--- src/rtl/rst_seq_pkg.sv ---
package rst_seq_pkg;

   // Winning event on one clock edge; order of the case in the arbiter is the priority
   typedef enum logic [2:0] {
      EV_NONE = 3'd0,
      EV_PIN  = 3'd1,
      EV_WDT  = 3'd2,
      EV_USB  = 3'd3,
      EV_WAKE = 3'd4
   } rst_evt_e;

   typedef struct packed {
      logic to;
      logic pd;
   } stat_t;

   // Status-bit update for one event, given whether the core was halted
   function automatic stat_t next_stat(rst_evt_e ev, logic hlt, stat_t cur);
      stat_t n;
      n = cur;
      case (ev)
         EV_WDT: begin
            n.to = 1'b1;
            if (hlt) n.pd = 1'b1;
         end
         EV_PIN: begin
            if (hlt) begin
               n.to = 1'b0;
               n.pd = 1'b0;
            end
         end
         EV_USB: begin
            if (hlt) begin
               n.to = 1'b0;
               n.pd = 1'b1;
            end
         end
         default: n = cur;
      endcase
      return n;
   endfunction

endpackage

--- src/rtl/rst_sync.sv ---
module rst_sync #(
   parameter int STAGES  = 2,
   parameter bit RST_VAL = 1'b0
) (
   input  logic clk,
   input  logic rst_n,
   input  logic d,
   output logic q
);

   if (STAGES < 2) begin : g_bad_stages
      $error("rst_sync: STAGES must be at least 2");
   end

   logic [STAGES-1:0] chain;

   always_ff @(posedge clk or negedge rst_n) begin
      if (!rst_n) chain <= {STAGES{RST_VAL}};
      else        chain <= {chain[STAGES-2:0], d};
   end

   assign q = chain[STAGES-1];

endmodule

--- src/rtl/rst_evt_arb.sv ---
module rst_evt_arb
   import rst_seq_pkg::*;
(
   input  logic     pin_fall,
   input  logic     wdt_evt,
   input  logic     usb_evt,
   input  logic     wake_evt,
   output rst_evt_e ev
);

   always_comb begin
      if (pin_fall)      ev = EV_PIN;
      else if (wdt_evt)  ev = EV_WDT;
      else if (usb_evt)  ev = EV_USB;
      else if (wake_evt) ev = EV_WAKE;
      else               ev = EV_NONE;
   end

endmodule

--- src/rtl/rst_stat_reg.sv ---
module rst_stat_reg
   import rst_seq_pkg::*;
(
   input  logic     clk,
   input  logic     rst_n,
   input  rst_evt_e ev,
   input  logic     hlt,
   output stat_t    stat,
   output logic     cold
);

   always_ff @(posedge clk or negedge rst_n) begin
      if (!rst_n) begin
         stat <= '0;
         cold <= 1'b1;
      end else if (ev != EV_NONE) begin
         stat <= next_stat(ev, hlt, stat);
         cold <= 1'b0;
      end
   end

endmodule

--- src/rtl/rst_delay_cnt.sv ---
module rst_delay_cnt #(
   parameter int W = 10
) (
   input  logic clk,
   input  logic rst_n,
   input  logic start,
   input  logic hold,
   output logic busy
);

   logic [W-1:0] cnt;
   logic [W:0]   nxt;

   always_comb nxt = {1'b0, cnt} + 1'b1;

   always_ff @(posedge clk or negedge rst_n) begin
      if (!rst_n) begin
         busy <= 1'b1;
         cnt  <= '0;
      end else if (start || hold) begin
         busy <= 1'b1;
         cnt  <= '0;
      end else if (busy) begin
         cnt <= nxt[W-1:0];
         if (nxt[W]) busy <= 1'b0;
      end
   end

endmodule

--- src/rtl/rst_seq_ctrl.sv ---
module rst_seq_ctrl
   import rst_seq_pkg::*;
#(
   parameter int DLY_W       = 10,
   parameter int SYNC_STAGES = 2
) (
   input  logic clk,
   input  logic por_n,
   input  logic ext_rst_n,
   input  logic wdt_to,
   input  logic usb_rst,
   input  logic halted,
   input  logic wake_req,
   output logic sys_rst,
   output logic cold_rst,
   output logic to_flag,
   output logic pd_flag
);

   if (DLY_W < 2 || DLY_W > 24) begin : g_bad_dly
      $error("rst_seq_ctrl: DLY_W out of range 2..24");
   end

   logic     pin_s, pin_low, pin_low_q, pin_fall;
   logic     wake_s, wake_q, wake_ok;
   logic     busy;
   rst_evt_e ev;
   stat_t    stat;

   rst_sync #(.STAGES(SYNC_STAGES), .RST_VAL(1'b1)) u_pin_sync (
      .clk(clk), .rst_n(por_n), .d(ext_rst_n), .q(pin_s)
   );

   rst_sync #(.STAGES(SYNC_STAGES), .RST_VAL(1'b0)) u_wake_sync (
      .clk(clk), .rst_n(por_n), .d(wake_req), .q(wake_s)
   );

   always_ff @(posedge clk or negedge por_n) begin
      if (!por_n) begin
         pin_low_q <= 1'b0;
         wake_q    <= 1'b0;
      end else begin
         pin_low_q <= pin_low;
         wake_q    <= wake_s;
      end
   end

   assign pin_low  = ~pin_s;
   assign pin_fall = pin_low & ~pin_low_q;
   assign wake_ok  = wake_s & ~wake_q & halted & ~busy;

   rst_evt_arb u_arb (
      .pin_fall(pin_fall), .wdt_evt(wdt_to), .usb_evt(usb_rst),
      .wake_evt(wake_ok), .ev(ev)
   );

   rst_stat_reg u_stat (
      .clk(clk), .rst_n(por_n), .ev(ev), .hlt(halted),
      .stat(stat), .cold(cold_rst)
   );

   rst_delay_cnt #(.W(DLY_W)) u_dly (
      .clk(clk), .rst_n(por_n), .start(ev != EV_NONE), .hold(pin_low),
      .busy(busy)
   );

   assign sys_rst = busy;
   assign to_flag = stat.to;
   assign pd_flag = stat.pd;

endmodule

--- config.mk ---
export PLATFORM = sky130hd
export DESIGN_NAME = rst_seq_ctrl
export DESIGN_NICKNAME = d
export VERILOG_FILES = /design/src/rtl/rst_seq_pkg.sv /design/src/rtl/rst_sync.sv /design/src/rtl/rst_evt_arb.sv /design/src/rtl/rst_stat_reg.sv /design/src/rtl/rst_delay_cnt.sv /design/src/rtl/rst_seq_ctrl.sv
export SDC_FILE = /design/constraint.sdc
export NUM_CORES = 1
export LEC_CHECK = 0
export BUFFER_PORTS_ARGS = -buffer_cell sky130_fd_sc_hd__buf_4
export CORE_UTILIZATION = 54
export DETAILED_ROUTE_END_ITERATION = 8
export HOLD_SLACK_MARGIN = 0.1
export PLACE_DENSITY = 0.85
export SETUP_SLACK_MARGIN = 0.4
export SLEW_MARGIN = 20
export SYNTH_ARGS = -nofsm -noshare
export SYNTH_HDL_FRONTEND = slang
export SYNTH_HIERARCHICAL = 1
export SYNTH_SLANG_ARGS = --single-unit
--- constraint.sdc ---
create_clock -name clk -period 2.4 [get_ports clk]
set_clock_uncertainty 0.05 [all_clocks]
set_input_delay 0.36 -clock clk [delete_from_list [all_inputs] [get_ports clk]]
set_output_delay 0.36 -clock clk [all_outputs]
set_load 0.02 [all_outputs]
# After elaboration in Yosys (flattened, before gate mapping)
# Index checks and enable logic that the tools add are counted.
dict set report totals {
  reg_bits 20
  elab_cells 43
}
dict set report op_classes {
  addsub 1
  eq_ne 6
  muxes 13
  bitwise_logic 8
  reduce_logical 6
}
# op n
set ops {}
lappend ops {{$mux W10} 2}
lappend ops {{$mux W3} 4}
lappend ops {{$add A10 B1 Y11 const B} 1}
lappend ops {{$eq A3 B2 Y1 const B} 2}
lappend ops {{$ne A2 B2 Y1 const B} 3}
lappend ops {{$pmux W2 S3} 1}
lappend ops {{$reduce_bool A3 Y1} 2}
lappend ops {{$reduce_and A5 Y1} 1}
lappend ops {{$and A1 B1 Y1} 4}
lappend ops {{$mux W1} 4}
lappend ops {{$mux W2} 2}
lappend ops {{$not A1 Y1} 4}
lappend ops {{$reduce_and A4 Y1} 1}
lappend ops {{$eq A3 B1 Y1 const B} 1}
lappend ops {{$reduce_bool A2 Y1} 1}
lappend ops {{$logic_or A1 B1 Y1} 1}

# Longest topological paths before layout
dict set report logic_depth {
  ltp_word 11
  mapped_depth 6
}

# Hierarchy
# Netlist, hierarchy kept.
# module instances cells_each area_each_um2
set modules_own_cells {}
lappend modules_own_cells {rst_delay_cnt 1 54 570.5}
lappend modules_own_cells {rst_stat_reg 1 11 122.6}
lappend modules_own_cells {rst_seq_ctrl 1 6 73.8}
lappend modules_own_cells {{rst_sync at u_pin_sync} 1 2 52.6}
lappend modules_own_cells {{rst_sync at u_wake_sync} 1 2 50.0}
lappend modules_own_cells {rst_evt_arb 1 5 35.0}

# Least setup slack after synthesis
# No wires, ideal clock.
dict set report synth_timing {
  path_kind {flip-flop to flip-flop}
  from {register u_dly.busy}
  to {register u_dly.cnt[8]}
  setup_time_ns 0.077
  t_arrival_ns 1.639
  slack_ns 0.634
  stages_incl_launch_ff 7
  period_less_slack_ns 1.766
  cell_sequence {dfstp_2 -> nor4bb_1 -> nor4b_2 -> or3_1 -> or2_2 -> buf_6 -> a21oi_1}
}
dict set report synth_between {
  elab_chain_cells 9
}
# element line
set synth_lines {}
lappend synth_lines {{start: declaration} rst_delay_cnt.sv:8} ;# output logic busy
lappend synth_lines {{start signal: assignment} rst_delay_cnt.sv:18} ;# busy <= 1'b1;
lappend synth_lines {{start signal: assignment} rst_delay_cnt.sv:21} ;# busy <= 1'b1;
lappend synth_lines {{start signal: assignment} rst_delay_cnt.sv:25} ;# if (nxt[W]) busy <= 1'b0;
lappend synth_lines {{$not A1 Y1 *} rst_seq_ctrl.sv:50} ;# assign wake_ok = wake_s & ~wake_q & halted & ~busy;
lappend synth_lines {{$and A1 B1 Y1 *} rst_seq_ctrl.sv:50}
lappend synth_lines {{net wake_ok} rst_seq_ctrl.sv:25} ;# logic wake_s, wake_q, wake_ok;
lappend synth_lines {{$mux W3 *} rst_evt_arb.sv:15} ;# else if (wake_evt) ev = EV_WAKE;
lappend synth_lines {{$mux W3 *} rst_evt_arb.sv:14} ;# else if (usb_evt) ev = EV_USB;
lappend synth_lines {{$mux W3 *} rst_evt_arb.sv:13} ;# else if (wdt_evt) ev = EV_WDT;
lappend synth_lines {{$mux W3 *} rst_evt_arb.sv:12} ;# if (pin_fall) ev = EV_PIN;
lappend synth_lines {{net ev[2]} rst_seq_ctrl.sv:27} ;# rst_evt_e ev;
lappend synth_lines {{$reduce_bool A3 Y1 *} rst_seq_ctrl.sv:63} ;# .clk(clk), .rst_n(por_n), .start(ev != EV_NONE), .hold(pin_low),
lappend synth_lines {{$logic_or A1 B1 Y1 *} rst_delay_cnt.sv:20} ;# end else if (start || hold) begin
lappend synth_lines {{$mux W10 / $reduce_bool A2 Y1 (equally long branches)} --}
lappend synth_lines {{end signal: assignment} rst_delay_cnt.sv:24} ;# cnt <= nxt[W-1:0];
lappend synth_lines {{end: declaration} rst_delay_cnt.sv:11} ;# logic [W-1:0] cnt;
# Mark *: on every way through the listed nets, which the timed path passes. The rest lies on a longest branch.
# A chain may end at the register's enable or synchronous reset.

# Worst setup path in the final report
dict set report layout_timing {
  from {register u_pin_sync.chain[1]}
  to {register u_dly.cnt[0]}
}
dict set report layout_between {
  elab_chain_cells 6
}
# element line
set layout_lines {}
lappend layout_lines {{start: declaration} rst_sync.sv:15} ;# logic [STAGES-1:0] chain;
lappend layout_lines {{start signal: assignment} rst_sync.sv:18} ;# if (!rst_n) chain <= {STAGES{RST_VAL}};
lappend layout_lines {{start signal: assignment} rst_sync.sv:19} ;# else chain <= {chain[STAGES-2:0], d};
lappend layout_lines {{$not A1 Y1 *} rst_seq_ctrl.sv:48} ;# assign pin_low = ~pin_s;
lappend layout_lines {{$and A1 B1 Y1 *} rst_seq_ctrl.sv:49} ;# assign pin_fall = pin_low & ~pin_low_q;
lappend layout_lines {{net pin_fall} rst_seq_ctrl.sv:24} ;# logic pin_s, pin_low, pin_low_q, pin_fall;
lappend layout_lines {{$mux W3 *} rst_evt_arb.sv:12}
lappend layout_lines {{net ev[0]} rst_seq_ctrl.sv:27}
lappend layout_lines {{$reduce_bool A3 Y1 *} rst_seq_ctrl.sv:63}
lappend layout_lines {{$logic_or A1 B1 Y1 *} rst_delay_cnt.sv:20}
lappend layout_lines {{$mux W10 / $reduce_bool A2 Y1 (equally long branches)} --}
# Marked as above.

==> impl_results.md <==
* Grt total ovfl at 0
* Share of the synthesized area in the top cell type at 0.443
* Drt via density at 5.71
* Synth top area cells: dfrtp_1 (44%), dfstp_2 (12%), nand4_4 (4.7%), a21oi_1 (3.3%), nor2_1 (3.3%)
* Crit. End Element: register
* Launching point of the worst reg2reg path: u_pin_sync/chain[1]
* Period utilization at 0.770
* Seq pwr share at 0.520
* Power Dens Cells at 635 nW/um2
* Vias in the first global route at 630
* ANT nets after route at 0
* Mapped Area at 905 um2
* Met1 Use GR at 0.235
* Data required, critical path at 2590 ps
* Dpl cells at 104
* Hpwl dp at 1110 um
* Placed cell areas at 977 um2
* Slew HR at 0.764
* Ys flop type: dfrtp_1
* Largest net degree at the start of global routing at 21
* Hold crit path type: in2reg
* CTS tree: built
* FILL cells at 109
* Layout Cells excl Fill at 113
* Max VDD drop at 0.000443 V
* Critical path type: reg2reg
* Routed WL at 1540 um
* Sw power at 140 uW
* Final instance area at 1070 um2
* DRT iter0 DRCs at 24
* Hold Slack at 300 ps
* Final hold violations at 0
* GRT Total Usage at 0.188
* Unrepaired setup endpoints after global routing: no
* First-pass GRT wire length at 2610 um
* Power Internal at 542 uW
* Post-synthesis register bit count at 20
* Cells after Synth at 80
* I/O pin total at 11
* Arrival time worst endpoint at 2030 ps
* Hold wc startpoint: usb_rst
* Post-Route Setup TNS at 0 ps
* Cts repair resizes at 0
* Post-synthesis cell type count at 28
* Port Buffers at 10
* Max-cap violations at 0
* Final-report setup violation count at 0
* Pins Over Slew Limit at 0
* Clock period minus worst slack at 1850 ps
* Power Total at 682 uW
* Nets at 106
* Die Span X at 42.9 um
* Critical Path Start: u_pin_sync/chain[1]
* CTS Root Cell: clkbuf_4
* Core Util, Final at 0.697
* H-tree depth at 1
* Gr busiest metal: met2
* Lkg Pwr at 0.480 nW
* Crit path launch type: register
* Total CTS buffers at 3
* Initial antenna violation count at 0
* Full die area at 1840 um2
* Comb pwr share at 0.079
* Part of the power in the clock network at 0.401
* Post-synthesis sequential area ratio at 0.559
* Multi-input logic area at 358 um2
* Synthesis-to-finish area growth at 18.8%
* Mapped Avg Cell Area at 11.3 um2
* Via count at 645
* Sw Ratio at 0.205
* CP max FO at 9
* Die Y at 42.9 um
* Status: completed
* Worst reg-to-reg path cell count at 5
* Core Area at 1540 um2
* Post-Place Worst Slack at 525 ps
* Pre-Repair DR Iteration Count at 4
* Yosys top cell by area: dfrtp_1
* Fin worst setup slack at 552 ps
* Measured slew at the worst slew-check pin at 353 ps
* Clock Path Buffers at 2
* DRC viols at 0
* Max Fclk at 0.541 GHz
* Ant diodes at 0
* Synth async-reset ratio at 1.00
* GR Util met2 at 0.318
* Clock slew at reported path FFs at 110 ps
* Grt met3 use at 0.0511
* Seq. cell area at 505 um2
* Core Rows at 14
* Drt wl/cell at 13.6 um
* Hold path depth at 3
* Syn_nets at 88
* Yosys warning total at 6
* # clock sinks at 20
* Share of post-route cells with drive strength above 1 at 0.268
* Clock latency on the worst-skew pair at 300 ps
* Initial core utilization at 0.587
* Post-synth EDFFs at 0
* GPL Wtd Cong at 0.800
-- Yosys cell counts (2+ instances only) --
library cell / number
or3_1: 3
nand4_4: 2
a21oi_1: 6
dfrtp_1: 16
xor2_1: 2
nand2_1: 6
nor2_1: 8
inv_1: 5
o31ai_1: 3
nand3_1: 3
buf_6: 2
dfstp_2: 4
or4_1: 2
o21a_1: 2
o21ai_0: 2
or2_2: 2
-- kinds of logic (layout without fill, tap and decap cells) --
kind of cell	count (synthesis)	in the layout	share of synthesized area
AO/OA/AOI/OAI	16	16	0.112
XOR/XNOR	3	3	0.0291
adder cells (fa/ha/maj)	1	1	0.0138
buffers and inverters	7	24	0.0456
flip-flops	20	20	0.559
multiplexers	1	1	0.0111
AND/OR/NAND/NOR	32	32	0.230
-- flip-flops by register name, indices dropped and copies added (netlist names) --
signal,flops
u_wake_sync/chain,2
wake_q,1
pin_low_q,1
u_stat/stat,2
u_dly/cnt,10
u_pin_sync/chain,2
u_dly/busy,1
u_stat/cold,1
-- worst paths after layout --
| check | endpoint | slack [ps] |
|---|---|---|
| max | u_dly/cnt[0] | 550 |
| min | u_stat/cold | 300 |
| max reg2reg | u_dly/cnt[0] | 550 |
| min reg2reg | u_pin_sync/chain[1] | 310 |
| max in group asynchronous | u_pin_sync/chain[1] | 1630 |
| min in group asynchronous | u_dly/cnt[8] | 410 |
-- layout make-up --
type | instances | area share
flip-flops and latches | 20 | 0.470
multi-input cells | 53 | 0.333
repair buffers | 15 | 0.112
clock inverters | 1 | 0.0279
clock buffers | 3 | 0.0210
well taps | 16 | 0.0186
inverters | 5 | 0.0175
-- layout by cell type, fill, tap and decap left out, types with 2 or more instances in the layout --
master	count
nand3_1	3
or2_2	2
a21oi_1	6
buf_4	12
o31ai_1	3
dfrtp_1	16
dfstp_2	4
xor2_1	2
o21a_1	2
nor2_1	8
dlygate4sd3_1	3
nand2_1	6
clkbuf_4	3
nand4_4	2
or4_1	2
o21ai_0	2
inv_1	5
or3_1	3
-- layer usage --
| layer | wire, um | up-vias |
|---|---|---|
| met3 | 52 | 3 |
| li1 | - | 321 |
| met1 | 688 | 301 |
| met2 | 779 | 20 |
| met4 | 16 | 0 |
| met5 | 0 | - |
-- timing repair --
item,CTS,global route
setup endpoints to repair,0,3
hold buffers,3,0
hold endpoints to repair,22,0
buffers inserted,0,2
-- power by group through the flow --
stage / sequential (mW) / clock [mW] / combinational, mW
2_1_floorplan: 0.366 / 0 / 0.0196
3_3_place_gp: 0.361 / 0 / 0.0482
3_5_place_dp: 0.362 / 0 / 0.0495
4_1_cts: 0.355 / 0.277 / 0.0538
5_1_grt: 0.356 / 0.289 / 0.0591
6_report: 0.355 / 0.273 / 0.0536
-- worst max-delay path, cell delays in order (launching register included) --
cell     delay, ps
dfstp_2        550
nor2_1          70
a21o_2         220
or3_1          370
or2_2          380
nor2_1         150
No activity file was read; power rests on OpenSTA's default activity.
